**src/rtl/sar_ctl_pkg.sv**
```systemverilog
package sar_ctl_pkg;

  typedef enum logic [2:0] {
    ST_IDLE,   // waiting for a start bit
    ST_CMD,    // collecting the command byte
    ST_WAIT,   // byte done, waiting for the busy falling edge
    ST_CONV,   // busy clock: MSB trial under way
    ST_DATA    // shifting decided bits
  } seq_state_e;

endpackage

```
**src/rtl/sar_sync.sv**
```systemverilog
module sar_sync #(
  parameter int           W       = 4,
  parameter int           STAGES  = 2,
  parameter logic [W-1:0] RST_VAL = '0
) (
  input  logic         clk,
  input  logic         rst,
  input  logic [W-1:0] d_i,
  output logic [W-1:0] q_o,
  output logic [W-1:0] rise_o,
  output logic [W-1:0] fall_o
);

  logic [W-1:0] pipe [STAGES];
  logic [W-1:0] last_q;

  for (genvar s = 0; s < STAGES; s++) begin : g_stage
    if (s == 0) begin : g_first
      always_ff @(posedge clk) begin
        if (rst) pipe[s] <= RST_VAL;
        else     pipe[s] <= d_i;
      end
    end else begin : g_next
      always_ff @(posedge clk) begin
        if (rst) pipe[s] <= RST_VAL;
        else     pipe[s] <= pipe[s-1];
      end
    end
  end

  always_ff @(posedge clk) begin
    if (rst) last_q <= RST_VAL;
    else     last_q <= pipe[STAGES-1];
  end

  assign q_o    = pipe[STAGES-1];
  assign rise_o = pipe[STAGES-1] & ~last_q;
  assign fall_o = ~pipe[STAGES-1] & last_q;

endmodule

```
**src/rtl/sar_cmd_rx.sv**
```systemverilog
module sar_cmd_rx #(
  parameter int CH_W = 3,
  parameter int PD_W = 2,
  localparam int CMD_W = CH_W + PD_W + 3,
  localparam int CNT_W = $clog2(CMD_W + 1)
) (
  input  logic             clk,
  input  logic             rst,
  input  logic             clr,
  input  logic             start,
  input  logic             shift,
  input  logic             bit_i,
  output logic [CNT_W-1:0] cnt_o,
  output logic [CH_W-1:0]  chan_o,
  output logic             single_o,
  output logic [PD_W-1:0]  pd_o
);

  // bit count after which each field is complete
  localparam int CH_DONE  = 1 + CH_W;
  localparam int SGL_DONE = CH_DONE + 2;

  logic [CMD_W-1:0] sh_q;
  logic [CMD_W:0]   nxt;

  assign nxt = {sh_q, bit_i};

  always_ff @(posedge clk) begin
    if (rst) begin
      sh_q     <= '0;
      cnt_o    <= '0;
      chan_o   <= '0;
      single_o <= 1'b0;
      pd_o     <= '0;
    end else if (clr) begin
      cnt_o <= '0;
    end else if (start) begin
      sh_q  <= CMD_W'(1);
      cnt_o <= CNT_W'(1);
    end else if (shift) begin
      sh_q  <= nxt[CMD_W-1:0];
      cnt_o <= cnt_o + CNT_W'(1);
      if (cnt_o == CNT_W'(CH_DONE - 1))  chan_o   <= nxt[CH_W-1:0];
      if (cnt_o == CNT_W'(SGL_DONE - 1)) single_o <= bit_i;
      if (cnt_o == CNT_W'(CMD_W - 1))    pd_o     <= nxt[PD_W-1:0];
    end
  end

endmodule

```
**src/rtl/sar_core.sv**
```systemverilog
module sar_core #(
  parameter int DATA_W = 16
) (
  input  logic              clk,
  input  logic              rst,
  input  logic              clr,
  input  logic              load,
  input  logic              step,
  input  logic              cmp_i,
  output logic [DATA_W-1:0] dac_o
);

  localparam logic [DATA_W-1:0] TOP_BIT = {1'b1, {(DATA_W-1){1'b0}}};

  logic [DATA_W-1:0] trial_q;

  always_ff @(posedge clk) begin
    if (rst || clr) begin
      trial_q <= '0;
      dac_o   <= '0;
    end else if (load) begin
      trial_q <= TOP_BIT;
      dac_o   <= TOP_BIT;
    end else if (step) begin
      dac_o   <= (cmp_i ? dac_o : (dac_o & ~trial_q)) | (trial_q >> 1);
      trial_q <= trial_q >> 1;
    end
  end

  p_one_trial_r10: assert property (@(posedge clk) disable iff (rst)
    $onehot0(trial_q));

  p_keep_bit_r10: assert property (@(posedge clk) disable iff (rst)
    (step && !load && !clr && cmp_i) |=> ((dac_o & $past(trial_q)) == $past(trial_q)));

  p_drop_bit_r10: assert property (@(posedge clk) disable iff (rst)
    (step && !load && !clr && !cmp_i) |=> ((dac_o & $past(trial_q)) == '0));

endmodule

```
**src/rtl/sar_serial_ctl.sv**
```systemverilog
module sar_serial_ctl
  import sar_ctl_pkg::*;
#(
  parameter int DATA_W      = 16,
  parameter int CH_W        = 3,
  parameter int PD_W        = 2,
  parameter int SYNC_STAGES = 2
) (
  input  logic              clk,
  input  logic              rst,
  input  logic              dclk_i,
  input  logic              cs_n_i,
  input  logic              din_i,
  input  logic              cmp_i,
  output logic              dout_o,
  output logic              dout_oe_o,
  output logic              busy_o,
  output logic              busy_oe_o,
  output logic [CH_W-1:0]   chan_o,
  output logic              single_o,
  output logic [PD_W-1:0]   pd_o,
  output logic [DATA_W-1:0] dac_code_o,
  output logic              acq_o
);

  localparam int CMD_W   = CH_W + PD_W + 3;
  localparam int CNT_W   = $clog2(CMD_W + 1);
  localparam int IDX_W   = $clog2(DATA_W);
  localparam int CH_DONE = 1 + CH_W;

  // synchronized port inputs: {cs_n, dclk, din, cmp}
  logic [3:0] s_q, s_rise, s_fall;
  logic cs_s, din_s, cmp_s, r_e, f_e;

  sar_sync #(.W(4), .STAGES(SYNC_STAGES), .RST_VAL(4'b1000)) u_sync (
    .clk(clk), .rst(rst),
    .d_i({cs_n_i, dclk_i, din_i, cmp_i}),
    .q_o(s_q), .rise_o(s_rise), .fall_o(s_fall)
  );

  assign cs_s  = s_q[3];
  assign din_s = s_q[1];
  assign cmp_s = s_q[0];
  assign r_e   = s_rise[2] & ~cs_s;
  assign f_e   = s_fall[2] & ~cs_s;

  seq_state_e       st_q;
  logic [IDX_W-1:0] idx_q;
  logic [CNT_W-1:0] cmd_cnt, cnt_nxt;
  logic cmd_start, cmd_shift, core_load, core_step;

  assign cmd_start = r_e && din_s &&
                     ((st_q == ST_IDLE) || (st_q == ST_DATA && idx_q == '0));
  assign cmd_shift = r_e && (st_q == ST_CMD);
  assign core_load = f_e && (st_q == ST_WAIT);
  assign core_step = f_e && ((st_q == ST_CONV) || (st_q == ST_DATA && idx_q != '0));
  assign cnt_nxt   = cmd_cnt + CNT_W'(1);

  sar_cmd_rx #(.CH_W(CH_W), .PD_W(PD_W)) u_cmd (
    .clk(clk), .rst(rst), .clr(cs_s),
    .start(cmd_start), .shift(cmd_shift), .bit_i(din_s),
    .cnt_o(cmd_cnt), .chan_o(chan_o), .single_o(single_o), .pd_o(pd_o)
  );

  sar_core #(.DATA_W(DATA_W)) u_core (
    .clk(clk), .rst(rst), .clr(cs_s),
    .load(core_load), .step(core_step), .cmp_i(cmp_s),
    .dac_o(dac_code_o)
  );

  always_ff @(posedge clk) begin
    if (rst || cs_s) begin
      st_q      <= ST_IDLE;
      dout_o    <= 1'b0;
      busy_o    <= 1'b0;
      dout_oe_o <= 1'b0;
      busy_oe_o <= 1'b0;
      idx_q     <= '0;
      acq_o     <= 1'b0;
    end else begin
      dout_oe_o <= 1'b1;
      busy_oe_o <= 1'b1;
      if (cmd_start)
        acq_o <= 1'b0;
      else if (cmd_shift)
        acq_o <= (cnt_nxt >= CNT_W'(CH_DONE)) && (cnt_nxt < CNT_W'(CMD_W));
      unique case (st_q)
        ST_IDLE: if (cmd_start) st_q <= ST_CMD;
        ST_CMD: begin
          if (cmd_shift && cmd_cnt == CNT_W'(CMD_W - 1)) st_q <= ST_WAIT;
          if (f_e) dout_o <= 1'b0;
        end
        ST_WAIT: if (f_e) begin
          busy_o <= 1'b1;
          st_q   <= ST_CONV;
        end
        ST_CONV: if (f_e) begin
          busy_o <= 1'b0;
          dout_o <= cmp_s;
          idx_q  <= IDX_W'(DATA_W - 1);
          st_q   <= ST_DATA;
        end
        ST_DATA: begin
          if (cmd_start) begin
            st_q <= ST_CMD;
          end else if (f_e) begin
            if (idx_q == '0) begin
              dout_o <= 1'b0;
              st_q   <= ST_IDLE;
            end else begin
              dout_o <= cmp_s;
              idx_q  <= idx_q - IDX_W'(1);
            end
          end
        end
        default: st_q <= ST_IDLE;
      endcase
    end
  end

  p_busy_has_oe_r2: assert property (@(posedge clk) disable iff (rst)
    busy_o |-> busy_oe_o);

  p_hiz_quiet_r2: assert property (@(posedge clk) disable iff (rst)
    !dout_oe_o |-> (!dout_o && !busy_o));

  p_busy_one_clock_r5: assert property (@(posedge clk) disable iff (rst)
    (busy_o && f_e) |=> !busy_o);

  p_msb_from_cmp_r6: assert property (@(posedge clk) disable iff (rst)
    (st_q == ST_CONV && f_e) |=> (dout_o == $past(cmp_s)));

  p_idle_zero_r7: assert property (@(posedge clk) disable iff (rst)
    (st_q == ST_IDLE) |-> !dout_o);

  p_abort_idle_r9: assert property (@(posedge clk) disable iff (rst)
    cs_s |=> (st_q == ST_IDLE && !dout_oe_o && !acq_o));

endmodule

```
**config.mk**
```make
export PLATFORM = sky130hd
export DESIGN_NAME = sar_serial_ctl
export DESIGN_NICKNAME = d
export VERILOG_FILES = /design/src/rtl/sar_ctl_pkg.sv /design/src/rtl/sar_sync.sv /design/src/rtl/sar_cmd_rx.sv /design/src/rtl/sar_core.sv /design/src/rtl/sar_serial_ctl.sv
export SDC_FILE = /design/constraint.sdc
export NUM_CORES = 1
export LEC_CHECK = 0
export BUFFER_PORTS_ARGS = -buffer_cell sky130_fd_sc_hd__buf_2
export CAP_MARGIN = 20
export CORE_MARGIN = 2
export CORE_UTILIZATION = 60
export CTS_CLUSTER_SIZE = 12
export DETAILED_ROUTE_END_ITERATION = 8
export PLACE_DENSITY = 0.82
export REMOVE_ABC_BUFFERS = 1
export SLEW_MARGIN = 40
export SYNTH_ARGS = -nofsm -noshare
export SYNTH_HDL_FRONTEND = slang
export SYNTH_SLANG_ARGS = --single-unit
```
**constraint.sdc**
```tcl
create_clock -name clk -period 3.45 [get_ports clk]
set_clock_uncertainty 0.1 [all_clocks]
set_input_delay 0.1725 -clock clk [delete_from_list [all_inputs] [get_ports clk]]
set_output_delay 0.1725 -clock clk [all_outputs]
set_load 0.1 [all_outputs]
```
## Word level (Yosys, flattened, before mapping)

Memories as Yosys holds them, arrays and structs flattened.
Index checks and enable logic that the tools add are counted.

- Latch bits: 0
- Word-level logic and storage cells: 120
- Output and inout port bits: 27
- Register bits: 58
- ROM bits: 0
- Memory bits (writable): 8
- Memories: 1

Memory list:

| memory | depth | bits a word | rd ports | clocked after Yosys merged registers in | wr ports | line | RTL |
|---|---|---|---|---|---|---|---|
| u_sync.pipe | 2 | 4 | 2 | 0 | 2 | sar_sync.sv:14 | `logic [W-1:0] pipe [STAGES];` |

- $lt $le $gt $ge: 2
- Equality and inequality tests: 17
- $add $sub $neg: 2
- Bitwise operators: 13
- Div/mod/pow operators: 0
- Reductions and logical operators: 32
- Shift-type cells: 0
- Multiplexer cells: 36
- Multipliers: 0

Operators with widths:

| kind | number |
|---|---|
| 2-to-1 mux 16 bit | 5 |
| 2-to-1 mux 4 bit | 6 |
| 2-to-1 mux 3 bit | 7 |
| AND 16 bit | 1 |
| NOT 16 bit | 1 |
| bitwise OR 16 x 15 -> 16 bit | 1 |
| one-hot mux 3 bit (5 select lines) | 1 |
| inequality test 2 bit (second input constant) | 7 |
| 2-to-1 mux 1 bit | 12 |
| AND reduction 4 bit | 3 |
| AND reduction 5 bit | 2 |
| logical AND 1 bit | 9 |
| equality test 4 x 3 -> 1 bit (second input constant) | 2 |
| one-hot mux 4 bit (2 select lines) | 1 |
| nonzero test 2 bit | 4 |
| AND 3 bit | 2 |
| equality test 3 x 2 -> 1 bit (second input constant) | 2 |
| NOT 3 bit | 2 |
| AND reduction 6 bit | 1 |
| OR reduction 2 bit | 3 |
| adder 4 x 1 -> 4 bit (second input constant) | 1 |
| equality test 4 x 2 -> 1 bit (second input constant) | 1 |
| greater-or-equal comparator 4 x 3 -> 1 bit (second input constant) | 1 |
| zero test 4 bit | 1 |
| 20 further kinds | 26 |

## Logic depth before layout (Yosys ltp)

Gate-level depths: netlist of the first run.

- Depth in word-level cells: 7
- Mapped depth: 8

## By module

A second synthesis of the first run with hierarchy kept.

- Cells, all modules: 290
- Area total of the unflattened synthesis: 2865.2 sq um

By module, submodules not included:

| module | area an instance (sq um) | times used | cells an instance | sequential area each (sq um) |
|---|---|---|---|---|
| sar_core | 1283.7 | 1 | 125 | 640.6 |
| sar_serial_ctl | 634.4 | 1 | 74 | 220.2 |
| sar_cmd_rx | 569.3 | 1 | 58 | 240.2 |
| sar_sync | 377.9 | 1 | 33 | 240.2 |

## Least setup slack after synthesis of the first run

No wires, ideal clock.

- Path type: register -> register
- Start point: register idx_q[0]
- End point: register st_q[0]
- Required time: 3278 ps
- Period minus slack after synthesis: 2203 ps
- Slack: 1247 ps
- Cell stages (with the launch flop): 8
- Path buffers: 1
- Arrival time: 2032 ps
- Path through: dfxtp_1 inv_1 ha_1 or3b_2 clkbuf_1 or4_1 a311o_1 mux2i_1

- Longest elaborated chain between the ends: 6

Ends and longest elaborated chain:

| what | line | RTL |
|---|---|---|
| from (decl) | sar_serial_ctl.sv:48 | `logic [IDX_W-1:0] idx_q;` |
| from (signal assigned) | sar_serial_ctl.sv:100 | `idx_q <= IDX_W'(DATA_W - 1);` |
| from (signal assigned) | sar_serial_ctl.sv:112 | `idx_q <= idx_q - IDX_W'(1);` |
| zero test 4 bit (*) | sar_serial_ctl.sv:53, sar_serial_ctl.sv:107 |  |
| logical AND 1 bit | sar_serial_ctl.sv:53 | `((st_q == ST_IDLE) \|\| (st_q == ST_DATA && idx_q == '0));` |
| logical OR 1 bit | sar_serial_ctl.sv:53 |  |
| logical AND 1 bit | sar_serial_ctl.sv:52 | `assign cmd_start = r_e && din_s &&` |
| inequality test 3 x 2 -> 1 bit (no line), or another cell as far along | - |  |
| AND reduction 6 bit (no line) or one-hot mux 3 bit (5 select lines) (tied branches) | - |  |
| to (signal assigned) | sar_serial_ctl.sv:73 | `st_q <= ST_IDLE;` |
| to (signal assigned) | sar_serial_ctl.sv:88 | `ST_IDLE: if (cmd_start) st_q <= ST_CMD;` |
| to (signal assigned) | sar_serial_ctl.sv:90 | `if (cmd_shift && cmd_cnt == CNT_W'(CMD_W - 1)) st_q <= ST_WAIT;` |
| to (decl) | sar_serial_ctl.sv:47 | `seq_state_e st_q;` |

Every way passes the cells marked *; elsewhere a longest branch is shown, timed or not.
A chain may end at the register's enable or synchronous reset.

## Worst setup path in the final report of the first run

- Start point: register u_sync.last_q[2], read port of u_sync.pipe
- End point: register u_core.trial_q[1]

- Longest elaborated chain between the ends: 4

Ends and longest elaborated chain:

| what | line | RTL |
|---|---|---|
| from (decl) | sar_sync.sv:15 | `logic [W-1:0] last_q;` |
| AND 3 bit (*) | sar_sync.sv:38 | `assign fall_o = ~pipe[STAGES-1] & last_q;` |
| AND 1 bit (*) | sar_serial_ctl.sv:45 | `assign f_e = s_fall[2] & ~cs_s;` |
| logical AND 1 bit | sar_serial_ctl.sv:55 | `assign core_load = f_e && (st_q == ST_WAIT);` |
| OR reduction 2 bit (no line) | - |  |
| to (signal assigned) | sar_core.sv:26 | `trial_q <= trial_q >> 1;` |
| to (decl) | sar_core.sv:15 | `logic [DATA_W-1:0] trial_q;` |

Marked as above.

==> results_dict.tcl, run 1 <==
set metrics [dict create \
    cts_root_buf "clkbuf_8" \
    dieArea_sq_um 4940 \
    path_cells "or3b_2 -> or3_1 -> nand2_1 -> buf_4 -> a21oi_1" \
    vdd_drop_max_v 0.000332 \
    io_buffers 32 \
    postRouteAntennaNets 0 \
    path_buf_inv 1 \
    crit_arrival_ns 2.46 \
    core_sq_um 4290 \
    antenna_cells 0 \
    final_hold_viol_count 0 \
    cts_sinks 64 \
    synth_top_area_cell "dfxtp_1" \
    clock_path_buffers 2 \
    grt_pass1_wl_mm 9.09 \
    max_stage_delay_ns 0.76 \
    cts_max_level 3 \
    worstPathRequired_ns 3.57 \
    setup_viol 0 \
    drc 0 \
    gp_congestion 0.830 \
    final_common_cell "dfxtp_1" \
    synth_edf_count 0 \
    crit_fanout 36 \
    synth_top_area_share_pct 48.6 \
    yosysSeqAreaShare_pct 48.6 \
    post_drt_wl_per_cell_microns 13.7 \
    drv_slew 0 \
    final_cells 384 \
    yosysUniqueCellTypes 41 \
    fin_nets 336 \
    ys.flop_type "dfxtp_1" \
    cts_setup_buffers 0 \
    post-dp-hpwl_mm 3.33 \
    worstMarginPinSlew_ns 0.669 \
    startpoint_type "flip-flop" \
    crit_type "reg -> reg" \
    netlist_instances 300 \
    critPathTopFamily "simple AND/OR/NAND/NOR gates" \
    firstDrtPassIters 4 \
    grt_pass1_vias 2091 \
    max_freq_mhz 428 \
    max-cap-violations 0 \
    grt_max_degree 37 \
    antenna_found_initial 0 \
    n_fill_cell 347 \
    area_growth_pct 16.0 \
    ys_warn_count 0 \
    finalCriticalPeriod_ns 2.34 \
    via_per_inst 5.98 \
    cts_buffers 9 \
    die_x_microns 70.3 \
    ys_ff_latch 64 \
    mostFrequentLayoutCells "64 x dfxtp_1, 39 x a21oi_1, 32 x buf_2, 23 x nand3_1" \
    start_util_pct 61.3 \
    drtIter0Drc 202 \
    rsz0062_at_grt "false" \
    overflow 0 \
    rows 24 \
    drive_gt1_share_pct 18.1 \
    power_density_nw_per_um2 483 \
    grt_use_total_pct 23.3 \
    outcome "finished, final reports clean" \
    critPathCaptureType "flip-flop" \
    vias 2295 \
    num_io_pins 33 \
    cts_resized 0 \
    hold_path.class "in -> reg" \
    synth_area_sq_um 2630 \
    hold_buffers 4 \
    routed_wl_mm 5.27 \
    tns_ns 0 \
    cts_tree "done" \
    ys_top_cells_by_area "dfxtp_1 49%, a21oi_1 7.4%, o41ai_1 5.3%" \
    hold_ws_ns 0.0884 \
    cts.clk_slew.worst_paths_ns 0.08 \
    slowest_stage "or3b_2" \
    die_height_microns 70.3 \
    period_share_pct 67.7 \
    leakage_nw 1.09 \
    worstSkewPairLatency_ns 0.34 \
    synthArstFlopShare_pct 0 \
    synth_area_per_cell_sq_um 8.78 \
    relSlewSlack_pct 55.3 \
    placed_cells 364 \
]
state kept, by name, indices dropped and copies added, names as in the netlist, 2 cells and up:
signal          count
u_sync.pipe         8
st_q                3
u_cmd.chan_o        3
u_core.trial_q     16
u_core.dac_o       16
idx_q               4
u_cmd.pd_o          2
u_cmd.sh_q          2
u_cmd.cnt_o         4
power breakdown:
part           switching [mW]  internal (mW)
Clock                   0.293          0.407
Sequential            0.00535          0.743
Combinational          0.0161        0.00975
Total                   0.314           1.16
layer usage:
metal / share of wire (%) / up-vias / routed length, microns / track usage (%)
li1: - / 1142 / - / -
met1: 45 / 1072 / 2370 / 28.5
met2: 47 / 66 / 2500 / 36.7
met3: 4.6 / 15 / 240 / 5.34
met4: 3.1 / 0 / 161 / 15.0
met5: 0 / - / 0 / 0
through the flow:
stage                     setup slack [ns]  power, mW  instance area, sq um  utilization [%]
after floorplan                      0.557      0.777                  2530                -
after global placement                1.18      0.787                  2800             65.1
after detailed placement              1.13      0.788                  2800             65.1
after CTS                             1.12       1.49                  3050             71.1
after global routing                 0.965       1.52                  3050             71.1
final                                 1.11       1.47                  3050             71.1
cell type report:
cell class	instances	area, sq um	share of cell area [%]
clock inverter	7	95.1	3.11
sequential	64	1280	42.0
tap	52	65.1	2.13
multi-input combinational	190	1170	38.4
inverter	21	78.8	2.58
clock buffer	9	124	4.06
timing repair buffer	41	238	7.78
worst register-to-register path: stages (launching register included):
cell and delay, ns:
dfxtp_1 0.37, or3b_2 0.76, or3_1 0.51, nand2_1 0.10, buf_4 0.30, a21oi_1 0.09
Yosys cell counts, types with 2 or more instances:
cell type and n:
dfxtp_1 64, a21oi_1 39, nand3_1 23, clkbuf_1 22, inv_1 21, o21ai_0 21, o41ai_1 16, nor2_1 13
nor2b_1 11, nand2_1 10, mux2i_1 6, nand2b_1 5, a211oi_1 4, nand4_1 4, a31oi_1 3, ha_1 3
nor3_1 3, nor3b_1 3, or2_2 3, a311o_1 2, a311oi_1 2, nor4b_1 2, or3b_2 2
logic make-up (layout without fill, tap and decap cells):
| group | Yosys count | after routing | share of synthesized area, % |
|---|---|---|---|
| adders and majority gates | 3 | 3 | 1.43 |
| DFF | 64 | 64 | 48.6 |
| and+or+nand+nor | 84 | 84 | 17.3 |
| muxes | 6 | 6 | 2.28 |
| xor gates and xnor gates | 2 | 2 | 0.665 |
| AOI/OAI and AO/OA | 95 | 95 | 22.7 |
| buffers and inverters | 46 | 78 | 7.03 |
worst paths after layout:
check        depth (start not counted)           endpoint              start  slack (ns)
min                                  2      u_cmd.pd_o[1]                rst        0.09
max                                  5  u_core.trial_q[1]   u_sync.last_q[2]        1.11
max reg2reg                          5  u_core.trial_q[1]   u_sync.last_q[2]        1.11
min reg2reg                          1  u_sync.pipe[1][3]  u_sync.pipe[0][3]        0.31
(Power assumes the default switching activity.)
==> run 2, diff against run 1 <==
- ABC_AREA: unset -> 1
- CORE_UTILIZATION: 60 -> 51
- PLACE_DENSITY: 0.82 -> 0.74
- clock period: 3.45 -> 2 ns (I/O delays scaled with it)
==> run 2 against run 1 <==
Against the previous run: flip-flop and latch count did not move; final cell count grew 20%; sequential power is 72% higher; non-clock buffer count fell by 1; hold slack got worse by 0.060 ns; clock power increased by 66%; routed wire length fell by 2.6%; fmax is 32% higher; total power rose by 70%; utilization is 9.5 points lower.
==> results_dict.tcl, run 2 <==
set metrics [dict create \
    tns_ns 0 \
    leakage_nw 1.25 \
    dieArea_sq_um 5800 \
    synth_top_family_by_area "simple AND/OR/NAND/NOR gates" \
    die_x_microns 76.2 \
    core_sq_um 5070 \
    rsz0062_at_grt "false" \
    fin_ws_ns 0.226 \
    startpoint_type "flip-flop" \
    grt_use_total_pct 19.0 \
    final_common_cell "nand2_1" \
    vias 2268 \
    top_layer "met4" \
    synth_compound_area_share_pct 18.3 \
    mostFrequentLayoutCells "93 x nand2_1, 64 x dfxtp_1, 48 x a21oi_1, 32 x buf_2, 26 x inv_1" \
    die_height_microns 76.2 \
    synth_edf_count 0 \
    power_density_nw_per_um2 799 \
    wl_met2_mm 2.26 \
    cts_resized 0 \
    final_cell_area_sq_um 3130 \
    via_per_inst 4.94 \
    area_growth_pct 17.8 \
    start_util_pct 52.3 \
    cts_root_buf "clkbuf_8" \
    drive_gt1_share_pct 16.7 \
    grt_pass1_wl_mm 9.03 \
    post_dp_cell_area_sq_um 2880 \
    grt_pass1_vias 2096 \
    yosysMostFrequentCell "nand2_1" \
    vdd_drop_max_v 0.000587 \
    drc 0 \
    rows 26 \
    synth_top_area_cell "dfxtp_1" \
    synthArstFlopShare_pct 0 \
    post-place-ws_ns 0.273 \
    max_stage_delay_ns 0.47 \
    hold_path.class "in -> reg" \
    antenna_cells 0 \
    crit_arrival_ns 1.89 \
    setup_viol 0 \
    firstDrtPassIters 4 \
    n_fill_cell 459 \
    drv_slew 0 \
    synth_area_per_cell_sq_um 7.63 \
    synth_area_sq_um 2660 \
    finalCriticalPeriod_ns 1.77 \
    yosysSeqAreaShare_pct 48.3 \
    worstPathRequired_ns 2.12 \
    ys_ff_latch 64 \
    final_hold_viol_count 0 \
    drtIter0Drc 142 \
    fin_nets 393 \
    post_drt_wl_per_cell_microns 11.2 \
    path_cells "inv_1 -> nor2_2 -> nand2_1 -> nand2_1 -> nand2_1 -> buf_12 -> nand2_1 -> a21oi_1" \
    netlist_instances 348 \
    outcome "finished, final reports clean" \
    worstSkewPairLatency_ns 0.33 \
    crit_fanout 23 \
    gp_congestion 0.890 \
    synth-simple-area-share_pct 23.5 \
    grt_max_degree 36 \
    relSlewSlack_pct 60.5 \
    yosysUniqueCellTypes 30 \
    post-dp-hpwl_mm 3.36 \
    antenna_found_initial 0 \
    routed-wl-met3_microns 215 \
    max_freq_mhz 564 \
    cp_common_cell "nand2_1" \
    synthMuxAreaShare_pct 0 \
    cts_tree "done" \
    crit_type "reg -> reg" \
    critPathCaptureType "flip-flop" \
    cts.clk_slew.worst_paths_ns 0.07 \
    yosys-top-cells-count "93 x nand2_1, 64 x dfxtp_1, 48 x a21oi_1" \
    synth_xor_area_share_pct 0.990 \
    num_io_pins 33 \
    ys.flop_type "dfxtp_1" \
    synth_top_area_share_pct 48.3 \
    largestRegisters "u_core.dac_o x16, u_core.trial_q x16, u_sync.pipe x8" \
    slowest_stage "dfxtp_1" \
    cts_max_level 3 \
    cts_sinks 64 \
    clock_path_buffers 2 \
    io_buffers 32 \
    routed_wl_mm 5.13 \
    postRouteAntennaNets 0 \
    max-cap-violations 0 \
    wl_met1_mm 2.58 \
    worstMarginPinSlew_ns 0.588 \
    period_share_pct 88.7 \
    ys_warn_count 0 \
    cts_buffers 9 \
    post_synth_fa_ha_maj_area_fraction_pct 1.41 \
    ys_top_cells_by_area "dfxtp_1 48%, nand2_1 13%, a21oi_1 9.0%" \
    overflow 0 \
]
[run 2: cell types whose count changed after synthesis, sizes merged, moves of 11 or more]
| cell | delta |
|---|---|
| clkbuf | -19 |
| a21boi | +14 |
| nor2 | +16 |
| nand2 | +87 |
| nor2b | -11 |
| o41ai | -16 |
[run 2: cell families after synthesis]
kind of cell | after synthesis
AND/OR/NAND/NOR | 147
AO/OA/AOI/OAI | 88
flip-flops | 64
buffers and inverters | 43
XOR/XNOR | 3
adder cells (fa/ha/maj) | 3
[run 2: per-layer routing]
metal	up-vias	GRT usage (%)
met2	48	30.3
met3	9	3.67
li1	1207	-
met5	-	0
met1	1004	24.2
met4	0	11.1
[run 2: per-stage QoR]
stage / power (mW) / cells / utilization, % / hold WS [ns]
finish: 2.50 / 459 / 61.6 / 0.0280
global route: 2.60 / 459 / 61.6 / 0.0351
CTS: 2.53 / 459 / 61.6 / 0.0161
detailed placement: 1.36 / 439 / 56.7 / 0.186
global placement: 1.36 / 439 / 56.7 / 0.187
floorplan: 1.34 / 333 / - / 0.0691
[run 2: cell type report]
cell class	count	area, sq um	area share, %
clock buffers	10	128	4.08
clock inverters	6	83.8	2.68
inverters	28	105	3.36
flip-flops and latches	64	1280	41.0
multi-input cells	241	1170	37.6
well taps	70	87.6	2.80
repair buffers	40	268	8.56
[run 2: path summary, 6_finish.rpt]
check	startpoint	end	slack, ns	depth (start not counted)
max	st_q[2]	u_core.trial_q[12]	0.23	8
min reg2reg	u_sync.pipe[0][1]	u_sync.pipe[1][1]	0.30	2
max reg2reg	st_q[2]	u_core.trial_q[12]	0.23	8
min	rst	u_sync.pipe[0][1]	0.03	2
[run 2: worst max-delay path, delay by kind of cell, from the launching register on]
kind,cells,cell delay (ns)
AOI/OAI and AO/OA,1,0.06
buffers and inverters,2,0.39
DFF,1,0.47
and+or+nand+nor,5,0.66
[run 2: where the power goes]
| part | internal [mW] | total [mW] | switching [mW] |
|---|---|---|---|
| registers | 1.28 | 1.29 | 0.00531 |
| clock network | 0.697 | 1.16 | 0.466 |
| logic | 0.0170 | 0.0490 | 0.0320 |
[run 2: timing repair]
item                      4_1_cts  5_1_grt
hold buffers                    4        0
setup buffers                   0        0
hold endpoints to repair        4        0
==> run 3, diff against run 2 <==
- CORE_UTILIZATION: 51 -> 52
- CTS_CLUSTER_DIAMETER: unset -> 200
- PLACE_DENSITY: 0.74 -> 0.75
- RECOVER_POWER: unset -> 25
- SYNTH_HIERARCHICAL: unset -> 1
==> run 3 against run 2 <==
Against the previous run: via count rose by 2.2%; die area rose by 2.6%; synthesized cell count rose by 6.9%; critical endpoint is now u_core/dac_o[4]; final area rose by 1.4%; setup slack got worse by 0.026 ns; flip-flop and latch count did not move; sequential share of layout area fell by 0.57 points; final cell count rose by 5.7%; clock-buffer cell count did not move; critical path type unchanged; utilization rose by 0.072 points; global-route usage fell by 1.0 points.
==> results_dict.tcl, run 3 <==
set metrics [dict create \
    r2r_slack_ns 0.20 \
    cp-endpoint "u_core/dac_o[4]" \
    rows 26 \
    relSlewSlack_pct 22.8 \
    tns_ns 0 \
    synth_area_per_cell_sq_um 7.47 \
    max_freq_mhz 556 \
    setup_viol 0 \
    cts_sinks 64 \
    final_hold_viol_count 0 \
    hold_buffers 4 \
    overflow 0 \
    die_height_microns 77.1 \
    grt_pass1_vias 2027 \
    cts_max_level 3 \
    ys_warn_count 6 \
    final_common_cell "nand2_1" \
    max-cap-violations 0 \
    drive_gt1_share_pct 17.3 \
    crit_fanout 24 \
    post_drt_wl_per_cell_microns 10.5 \
    mostFrequentLayoutCells "93 x nand2_1, 64 x dfxtp_1, 44 x a21oi_1, 39 x inv_1, 39 x nor2_1" \
    hold_path.class "in -> reg" \
    post-dp-hpwl_mm 3.55 \
    largestRegisters "u_core/dac_o x16, u_core/trial_q x16, u_sync/pipe x8" \
    cp_common_cell "nand2_4" \
    dieArea_sq_um 5950 \
    startpoint_type "flip-flop" \
    hold_ws_ns 0.0471 \
    worstMarginPinSlew_ns 1.16 \
    num_io_pins 33 \
    die_x_microns 77.1 \
    hold_depth 2 \
    cts_root_buf "clkbuf_8" \
    worstReg2RegEnd "u_core/dac_o[4]" \
    power_density_nw_per_um2 737 \
    gp_congestion 0.861 \
    path_cells "inv_6 -> nor2_8 -> nand2_4 -> nand2_2 -> nand2_4 -> inv_4 -> buf_12 -> nand3_1 -> nand2_1 -> a21oi_1" \
    area_growth_pct 14.1 \
    rsz0062_at_grt "false" \
    postRouteAntennaNets 0 \
    final_cell_area_sq_um 3170 \
    synth_area_sq_um 2780 \
    drv_slew 0 \
    core_sq_um 5140 \
    post_dp_cell_area_sq_um 2970 \
    power_frac_clock_pct 42.4 \
    routed_wl_mm 5.11 \
    cts_resized 0 \
    firstDrtPassIters 5 \
    vias 2318 \
    antenna_found_initial 0 \
    p_switching_mw 0.551 \
    drc 0 \
    slowest_stage "dfxtp_1" \
    start_util_pct 54.1 \
    cts.clk_slew.worst_paths_ns 0.07 \
    period_share_pct 90.0 \
    vdd_drop_max_v 0.000452 \
    max_stage_delay_ns 0.58 \
    p_int_mw 1.79 \
    critPathCaptureType "flip-flop" \
    cts_setup_buffers 0 \
    fin_ws_ns 0.200 \
    post-place-ws_ns 0.208 \
    clock_path_buffers 2 \
    netlist_instances 372 \
    cts_buffers 9 \
    leakage_nw 1.30 \
    via_per_inst 4.78 \
    r2r_start "st_q[2]" \
    critPathLaunch "st_q[2]" \
    seq_power_share_pct 55.0 \
    swShare_pct 23.6 \
    fin_nets 419 \
    grt_use_total_pct 18.0 \
    crit_type "reg -> reg" \
    finalCriticalPeriod_ns 1.80 \
    grt_pass1_wl_mm 8.79 \
    worstPathRequired_ns 2.13 \
    grt_max_degree 31 \
    drtIter0Drc 88 \
    antenna_cells 0 \
    r2r_cells 10 \
    worstSkewPairLatency_ns 0.33 \
    cts_tree "done" \
    outcome "finished, final reports clean" \
    io_buffers 32 \
    crit_arrival_ns 1.93 \
    p_comb_share_pct 2.6 \
]
==> run 3: layout make-up <==
cell class | instances | area [sq um]
Tap cell | 70 | 87.6
Clock buffer | 10 | 138
Multi-Input combinational cell | 244 | 1180
Fill cell | 509 | 1970
Clock inverter | 6 | 43.8
Sequential cell | 64 | 1280
Timing Repair Buffer | 39 | 229
Inverter | 52 | 208
==> run 3: power groups by stage <==
stage / Clock (mW) / Sequential, mW / Combinational (mW)
4_1_cts: 1.02 / 1.29 / 0.0613
5_1_grt: 1.07 / 1.29 / 0.0670
3_3_place_gp: 0 / 1.32 / 0.0546
6_report: 0.990 / 1.29 / 0.0603
2_1_floorplan: 0 / 1.32 / 0.0249
3_5_place_dp: 0 / 1.32 / 0.0553
==> run 3: how the worst min path moves through the flow <==
stage,startpoint,to,slack (ns)
floorplan,rst,u_cmd/sh_q[1],0.07
finish,rst,u_sync/pipe[0][0],0.05
CTS,rst,u_sync/pipe[0][0],0.03
global route,rst,u_sync/pipe[1][2],0.04
detailed placement,cs_n_i,u_sync/pipe[0][3],0.19
global placement,cs_n_i,u_sync/pipe[0][3],0.18
==> run 3: worst max-delay path, delay by kind of cell, from the launching register on <==
kind	cells	cell delay [ns]
compound gates	1	0.06
flops	1	0.58
simple gates	6	0.55
buf+inv	3	0.39
==> run 3: per-stage QoR <==
| stage | utilization (%) | std cells | power, mW |
|---|---|---|---|
| 5_1_grt | 61.7 | 485 | 2.42 |
| 3_5_place_dp | 57.8 | 465 | 1.37 |
| 2_1_floorplan | - | 360 | 1.35 |
| 6_report | 61.7 | 485 | 2.34 |
| 3_3_place_gp | 57.8 | 465 | 1.37 |
| 4_1_cts | 62.1 | 485 | 2.37 |
==> run 3: routing by layer <==
metal / GRT usage [%] / up-vias / share of wire [%]
met4: 6.96 / 0 / 1.5
met5: 0 / - / 0
met3: 4.59 / 7 / 2.8
li1: - / 1253 / -
met1: 23.6 / 1030 / 50
met2: 28.4 / 28 / 45
